`config.mk`:
```
export PLATFORM = sky130hd
export DESIGN_NAME = ref_postpone_sched
export DESIGN_NICKNAME = d
export VERILOG_FILES = /design/src/rtl/ref_sched_pkg.sv /design/src/rtl/ref_interval_timer.sv /design/src/rtl/ref_debt_classify.sv /design/src/rtl/ref_debt_counter.sv /design/src/rtl/ref_postpone_sched.sv
export SDC_FILE = /design/constraint.sdc
export NUM_CORES = 1
export LEC_CHECK = 0
export BUFFER_PORTS_ARGS = -buffer_cell sky130_fd_sc_hd__buf_2
export CORE_MARGIN = 1
export CORE_UTILIZATION = 45
export CTS_BUF_LIST = sky130_fd_sc_hd__clkbuf_4 sky130_fd_sc_hd__clkbuf_8 sky130_fd_sc_hd__clkbuf_16
export CTS_CLUSTER_DIAMETER = 150
export CTS_CLUSTER_SIZE = 40
export DETAILED_ROUTE_END_ITERATION = 8
export PLACE_DENSITY = 0.7
export SLEW_MARGIN = 20
export SYNTH_ARGS = -nofsm -noshare
export SYNTH_HDL_FRONTEND = slang
export SYNTH_SLANG_ARGS = --single-unit
export TNS_END_PERCENT = 30
```
`constraint.sdc`:
```
create_clock -name clk -period 3.4 [get_ports clk]
set_input_delay 0.17 -clock clk [delete_from_list [all_inputs] [get_ports clk]]
set_output_delay 0.17 -clock clk [all_outputs]
set_load 0.1 [all_outputs]
```
`src/rtl/ref_sched_pkg.sv`:
```
package ref_sched_pkg;

  // Effect of one cycle's inputs on the refresh debt
  typedef enum logic [2:0] {
    DEBT_HOLD  = 3'd0,
    DEBT_INC   = 3'd1,
    DEBT_DEC   = 3'd2,
    DEBT_OVER  = 3'd3,
    DEBT_UNDER = 3'd4
  } debt_act_e;

  function automatic logic act_is_fault(debt_act_e a);
    return (a == DEBT_OVER) || (a == DEBT_UNDER);
  endfunction

endpackage

```
`src/rtl/ref_interval_timer.sv`:
```
module ref_interval_timer #(
  parameter int TREFI_CYC = 6240
) (
  input  logic clk,
  input  logic rst,
  output logic tick_o
);
  localparam int CNT_W = (TREFI_CYC > 2) ? $clog2(TREFI_CYC) : 1;
  localparam logic [CNT_W-1:0] LAST = CNT_W'(TREFI_CYC - 1);

  logic [CNT_W-1:0] cnt_q;

  assign tick_o = (cnt_q == LAST);

  always_ff @(posedge clk) begin
    if (rst)         cnt_q <= '0;
    else if (tick_o) cnt_q <= '0;
    else             cnt_q <= cnt_q + 1'b1;
  end

  // counter restarts right after every firing
  AST_TICK_RESTART: assert property (@(posedge clk) disable iff (rst)
    tick_o |=> (cnt_q == '0));

endmodule

```
`src/rtl/ref_debt_classify.sv`:
```
module ref_debt_classify
  import ref_sched_pkg::*;
(
  input  logic      tick_i,
  input  logic      ack_i,
  input  logic      debt_zero_i,
  input  logic      debt_full_i,
  output debt_act_e act_o
);
  always_comb begin
    unique case ({tick_i, ack_i})
      2'b11:   act_o = DEBT_HOLD;
      2'b10:   act_o = debt_full_i ? DEBT_OVER  : DEBT_INC;
      2'b01:   act_o = debt_zero_i ? DEBT_UNDER : DEBT_DEC;
      default: act_o = DEBT_HOLD;
    endcase
  end
endmodule

```
`src/rtl/ref_debt_counter.sv`:
```
module ref_debt_counter
  import ref_sched_pkg::*;
#(
  parameter int MAX_DEBT = 8,
  localparam int DEBT_W = $clog2(MAX_DEBT + 1)
) (
  input  logic              clk,
  input  logic              rst,
  input  debt_act_e         act_i,
  input  logic              tick_i,
  input  logic              ack_i,
  output logic [DEBT_W-1:0] debt_q,
  output logic [DEBT_W-1:0] debt_d
);
  always_comb begin
    unique case (act_i)
      DEBT_INC: debt_d = debt_q + 1'b1;
      DEBT_DEC: debt_d = debt_q - 1'b1;
      default:  debt_d = debt_q;
    endcase
  end

  always_ff @(posedge clk) begin
    if (rst) debt_q <= '0;
    else     debt_q <= debt_d;
  end

  AST_TICK_ADDS: assert property (@(posedge clk) disable iff (rst)
    (tick_i && !ack_i && debt_q < DEBT_W'(MAX_DEBT)) |=> debt_q == $past(debt_q) + 1'b1);
  AST_ACK_RETIRES: assert property (@(posedge clk) disable iff (rst)
    (ack_i && !tick_i && debt_q != '0) |=> debt_q == $past(debt_q) - 1'b1);
  AST_CANCEL: assert property (@(posedge clk) disable iff (rst)
    (ack_i && tick_i) |=> $stable(debt_q));
  AST_NO_OVERFLOW: assert property (@(posedge clk) disable iff (rst)
    debt_q <= DEBT_W'(MAX_DEBT));

endmodule

```
`src/rtl/ref_postpone_sched.sv`:
```
module ref_postpone_sched
  import ref_sched_pkg::*;
#(
  parameter int TREFI_CYC = 6240,
  parameter int MAX_DEBT  = 8
) (
  input  logic clk,
  input  logic rst,
  input  logic ref_ack_i,
  output logic req_o,
  output logic urgent_o,
  output logic err_o
);
  localparam int DEBT_W = $clog2(MAX_DEBT + 1);
  localparam logic [DEBT_W-1:0] FULL = DEBT_W'(MAX_DEBT);

  logic              tick;
  debt_act_e         act;
  logic [DEBT_W-1:0] debt_q, debt_d;

  ref_interval_timer #(.TREFI_CYC(TREFI_CYC)) u_timer (
    .clk    (clk),
    .rst    (rst),
    .tick_o (tick)
  );

  ref_debt_classify u_classify (
    .tick_i      (tick),
    .ack_i       (ref_ack_i),
    .debt_zero_i (debt_q == '0),
    .debt_full_i (debt_q == FULL),
    .act_o       (act)
  );

  ref_debt_counter #(.MAX_DEBT(MAX_DEBT)) u_debt (
    .clk    (clk),
    .rst    (rst),
    .act_i  (act),
    .tick_i (tick),
    .ack_i  (ref_ack_i),
    .debt_q (debt_q),
    .debt_d (debt_d)
  );

  // outputs registered from the next-state debt so they match debt_q
  always_ff @(posedge clk) begin
    if (rst) begin
      req_o    <= 1'b0;
      urgent_o <= 1'b0;
      err_o    <= 1'b0;
    end else begin
      req_o    <= (debt_d != '0);
      urgent_o <= (debt_d == FULL);
      err_o    <= err_o | act_is_fault(act);
    end
  end

  AST_REQ_TRACKS: assert property (@(posedge clk) disable iff (rst)
    req_o == (debt_q != '0));
  AST_URGENT_TRACKS: assert property (@(posedge clk) disable iff (rst)
    urgent_o == (debt_q == FULL));
  AST_URGENT_REQ: assert property (@(posedge clk) disable iff (rst)
    urgent_o |-> req_o);
  AST_OVER_FLAGS: assert property (@(posedge clk) disable iff (rst)
    (tick && !ref_ack_i && debt_q == FULL) |=> err_o && debt_q == FULL);
  AST_UNDER_FLAGS: assert property (@(posedge clk) disable iff (rst)
    (ref_ack_i && !tick && debt_q == '0) |=> err_o && debt_q == '0);
  AST_ERR_STICKY: assert property (@(posedge clk) disable iff (rst)
    err_o |=> err_o);

endmodule

```
After elaboration in Yosys (flattened, before gate mapping) --
Index checks and enable logic that the tools add are counted.
Operators by class: add/sub/neg operators 3, $mul 0, div/mod/pow operators 0, order comparisons 0, equality and inequality tests 9, shifts and indexed selects 0, muxes and demuxes 4, bitwise operators 1, reductions and logical operators 4
Operator list (number):
- $add 13x1->13 const B | 1
- $eq 13x13->1 const B | 1
- $eq 4x4->1 const B | 2
- $pmux 4 s2 | 1
- $eq 3x2->1 const B | 2
- $pmux 3 s2 | 1
- $add 4x1->4 const B | 1
- $logic_not 4->1 | 1
- $reduce_bool 4->1 | 1
- $sub 4x1->4 const B | 1
- $eq 3x1->1 const B | 1
- $eq 3x3->1 const B | 1
- $mux 3 | 1
- $eq 2x1->1 const B | 1
- $eq 2x2->1 const B | 1
- $mux 2 | 1
- $reduce_or 2->1 | 1
- $logic_or 1x1->1 | 1
- $or 1x1->1 | 1
Word-level totals: register bits 20, latch bits 0, memory bits (writable) 0, ROM bits 0, output and inout port bits 3, word-level logic and storage cells 26, memories 0

Longest topological paths before layout --
depth after elaboration 6, mapped depth 14, mapped depth without buffers 14

Cells and area by module --
From an unflattened synthesis, not the netlist that was laid out.
Second synthesis, totals: cell total of the unflattened synthesis 121, area total of the unflattened synthesis 1118.6 um2
By module, submodules not included:
- ref_interval_timer | instances 1, cells an instance 66, area each 625.6 um2, sequential area each 260.2 um2
- ref_debt_counter | instances 1, cells an instance 33, area each 297.8 um2, sequential area each 80.1 um2
- ref_postpone_sched | instances 1, cells an instance 13, area each 123.9 um2, sequential area each 60.1 um2
- ref_debt_classify | instances 1, cells an instance 9, area each 71.3 um2, sequential area each 0.0 um2

Worst setup path after synthesis --
No wires, ideal clock.
path kind flip-flop to flip-flop, from reg u_timer.cnt_q[0], to reg urgent_o, library setup time 0.060 ns, data arrival time 2.746 ns, slack 0.594 ns, cell stages (with the launch flop) 14, buffers on the path 0, period minus slack after synthesis 2.806 ns, cells stage by stage dfxtp_1 ha_1 and4_1 and3_1 ha_1 nor4b_4 o221ai_4 nor2_1 xor2_1 ha_1 nand2b_1 a21oi_1 a32o_1 o2111a_1
On the way: cells in the longest elaborated chain, start to end 6, elaborated cells on any way between the ends 8, classes of those cells eq/ne (6); mux (2)
Ends and longest elaborated chain:
- start, declared | line ref_interval_timer.sv:11 | logic [CNT_W-1:0] cnt_q;
- start signal, assigned | line ref_interval_timer.sv:18 | else cnt_q <= cnt_q + 1'b1;
- $eq 13x13->1 * | line ref_interval_timer.sv:13 | assign tick_o = (cnt_q == LAST);
- $eq 2x1->1 / $eq 2x2->1 (equally long branches) | line ref_debt_classify.sv:11 | unique case ({tick_i, ack_i})
- $pmux 3 s2 * | line ref_debt_classify.sv:11
- $eq 3x2->1 / $eq 3x1->1 (equally long branches) | line ref_debt_counter.sv:16 | unique case (act_i)
- $pmux 4 s2 * | line ref_debt_counter.sv:16
- $eq 4x4->1 * | line ref_postpone_sched.sv:53 | urgent_o <= (debt_d == FULL);
- end signal, assigned | line ref_postpone_sched.sv:53
- end, declared | line ref_postpone_sched.sv:11 | output logic urgent_o,
Mark *: on every way between the ends. The rest lies on a longest branch, timed or not. A chain may end at the register's enable or synchronous reset.

Final worst setup path --
Ends and elaborated chain as after synthesis.

==> results.txt <==
reg2reg start -> u_timer.cnt_q[0]
via count -> 906
# rows -> 17
Detailed Place HPWL -> 1.611 mm
ys async rst share -> 0
Post-Route WL -> 2.186 mm
Syn Nets -> 139
worst setup path endpoint -> urgent_o
Detailed Route Iter0 Violations -> 34
Worst slew margin -> 0.6793
ANT nets after route -> 0
Required @ worst endpoint -> 3650 ps
clk_lat worst skew -> 300 ps
Power Density -> 334.7 nW/µm²
Fillers -> 217
first-pass GRT wire length -> 3.746 mm
ranking of synthesized cells by area -> dfxtp_1 35%, nor2_1 7.3%, xor2_1 6.9%
Layout area overhead -> 6.044%
TNS Setup -> 0 ps
CP Launch Type -> register
register-to-register setup slack -> 280 ps
maximum clock path buffer count -> 2
die extent in y -> 52.30 µm
full die area -> 2735 µm²
Vias/cell -> 5.558
Post-synth top flop -> dfxtp_1
Core ar. -> 2297 µm²
R2R depth -> 13
Synth area leader -> dfxtp_1
CTS HTree Levels -> 1
worst setup slack after layout -> 277.5 ps
Clock transition at path regs -> 110 ps
Final Skew -> 2.530 ps
final hold violation count -> 0
Initial Utilization -> 0.4956
worst hold slack -> 134.9 ps
GPL Wtd Cong -> 0.8240
most frequent cell after synthesis -> nor2_1
port bufs -> 5
clk sinks -> 20
GRT Residual Overflow -> 0
Setup Viol. Count Final -> 0
Post-synth EDFFs -> 0
worst slew pin tran -> 484.5 ps
R2R Path End -> urgent_o
Mapped Area -> 1139 µm²
worst vdd ir -> 0.2860 mV
placed cell count -> 158
cell count after synthesis -> 131
Post-synth top cells -> 22 x nor2_1, 20 x dfxtp_1, 9 x xor2_1, 8 x nand2_1, 7 x nand3_1
Crit Path Class -> register to register
CTS tree -> built
largest net degree at the start of global routing -> 13
top cell type's share of synthesized area -> 0.3516
antenna violations before repair -> 0
I/O pin cnt -> 6
CTS Root Cell -> clkbuf_4
RSZ-0062 raised after global routing -> no
sequential area share after synthesis -> 0.3516
vias in the first global route -> 882
Setup crit start -> u_timer.cnt_q[0]
Max Freq -> 320.3 MHz
Leak -> 0.4876 nW
CTS Hold Bufs -> 0
Worst Setup End Kind -> register
Slew Viols, Final -> 0
register bit total from synthesis -> 20
fin nets -> 144
Hold Path Class -> input pin to register
status -> complete, no violations
worst-path fanout max -> 4
die width -> 52.30 µm
Critical Path AT -> 3370 ps
max-cap viol count -> 0
total track usage -> 0.1860
Finished Layout Cells -> 163
Period minus WS final -> 3123 ps
fin crit share -> 0.9184
Avg WL per Cell -> 13.41 µm
diode count -> 0
Yosys warnings -> 0
Post-route DRC -> 0
Num CTS Buffers -> 3
DRT Pass-1 Iters -> 6
Overall Power -> 0.0004042 W
Yosys cell types -> 40
DP Worst Slack -> 267.0 ps
Synth Area per Inst -> 8.692 µm²
layout cell share with drive strength beyond 1 -> 0.1407
[how the worst min path moves through the flow]
stage / start / endpoint / slack [ps] / cells past startpoint
floorplan: u_timer.cnt_q[0] / u_timer.cnt_q[0] / 430 / 1
detailed placement: rst / err_o / 460 / 2
global route: rst / err_o / 140 / 2
finish: rst / u_debt.debt_q[0] / 130 / 2
global placement: u_timer.cnt_q[0] / u_timer.cnt_q[0] / 440 / 1
CTS: rst / err_o / 130 / 2
[registers in the layout, indices dropped and copies added, names as in the netlist]
signal         flops
req_o              1
urgent_o           1
u_debt.debt_q      4
err_o              1
u_timer.cnt_q     13
[cell usage in the layout (no fill, tap or decap), types with 2 or more instances in the layout]
master    Yosys  layout
nand2b_1      3       3
nor3_1        3       3
inv_1         6       6
or2_2         2       2
nand3_1       7       7
nor2b_1       3       3
a21oi_1       4       4
and4_1        2       2
buf_2         1       5
nand4_1       2       2
ha_1          5       4
nand2_1       8       8
nor2_1       22      22
a31oi_1       2       2
dfxtp_1      20      20
xnor2_1       5       5
xor2_1        9       9
clkbuf_4      0       3
[layout make-up]
type / instances / area [µm²] / share of cell area
multi-input combinational: 99 / 680.7 / 0.5637
tap: 28 / 35.03 / 0.02902
inverter: 6 / 22.52 / 0.01865
timing repair buffer: 6 / 32.53 / 0.02694
sequential: 20 / 400.4 / 0.3316
clock buffer: 4 / 36.28 / 0.03005
[routing by layer]
layer  part of all wire  vias to the layer above  GRT usage
met4             0.0041                        0    0.05702
met3              0.051                        2    0.05507
met1               0.48                      423     0.2346
li1                   -                      458          -
met5                  0                        -          0
met2               0.47                       23     0.3017
[worst max-delay path, cell delays in order (launching register included)]
cell      delay [ps]
dfxtp_1          400
ha_1             220
and4_1           230
and3_2           220
ha_2             230
nor4b_4          300
o221ai_4         180
nor2_1           140
xor2_1           170
ha_1             260
nand2b_1         180
a21oi_1          160
a32o_1           210
o2111a_1         180
[power by group]
| group | switching (W) | total (W) | internal, W |
|---|---|---|---|
| Combinational | 0.0000190 | 0.0000270 | 0.00000804 |
| Sequential | 0.00000354 | 0.000242 | 0.000238 |
| Clock | 0.0000703 | 0.000136 | 0.0000653 |
| Total | 0.0000928 | 0.000404 | 0.000311 |
[logic make-up after synthesis]
kind of cell / synth area share
fa+ha+maj: 0.05495
compound gates: 0.1528
flops: 0.3516
xor+xnor: 0.1077
mux: 0.008792
simple gates: 0.2703
buf+inv: 0.05384
[through the flow]
stage	utilization	area, µm²
5_1_grt	0.5256	1207
2_1_floorplan	-	1139
3_5_place_dp	0.5049	1160
3_3_place_gp	0.5049	1160
6_report	0.5256	1207
4_1_cts	0.5207	1196
[repair_timing]
item / CTS / global route
endpoints found under the setup margin: 0 / 2
setup buffers: 0 / 1
gates resized for setup: 0 / 2
Note: power is estimated with default switching activity, not from simulation.
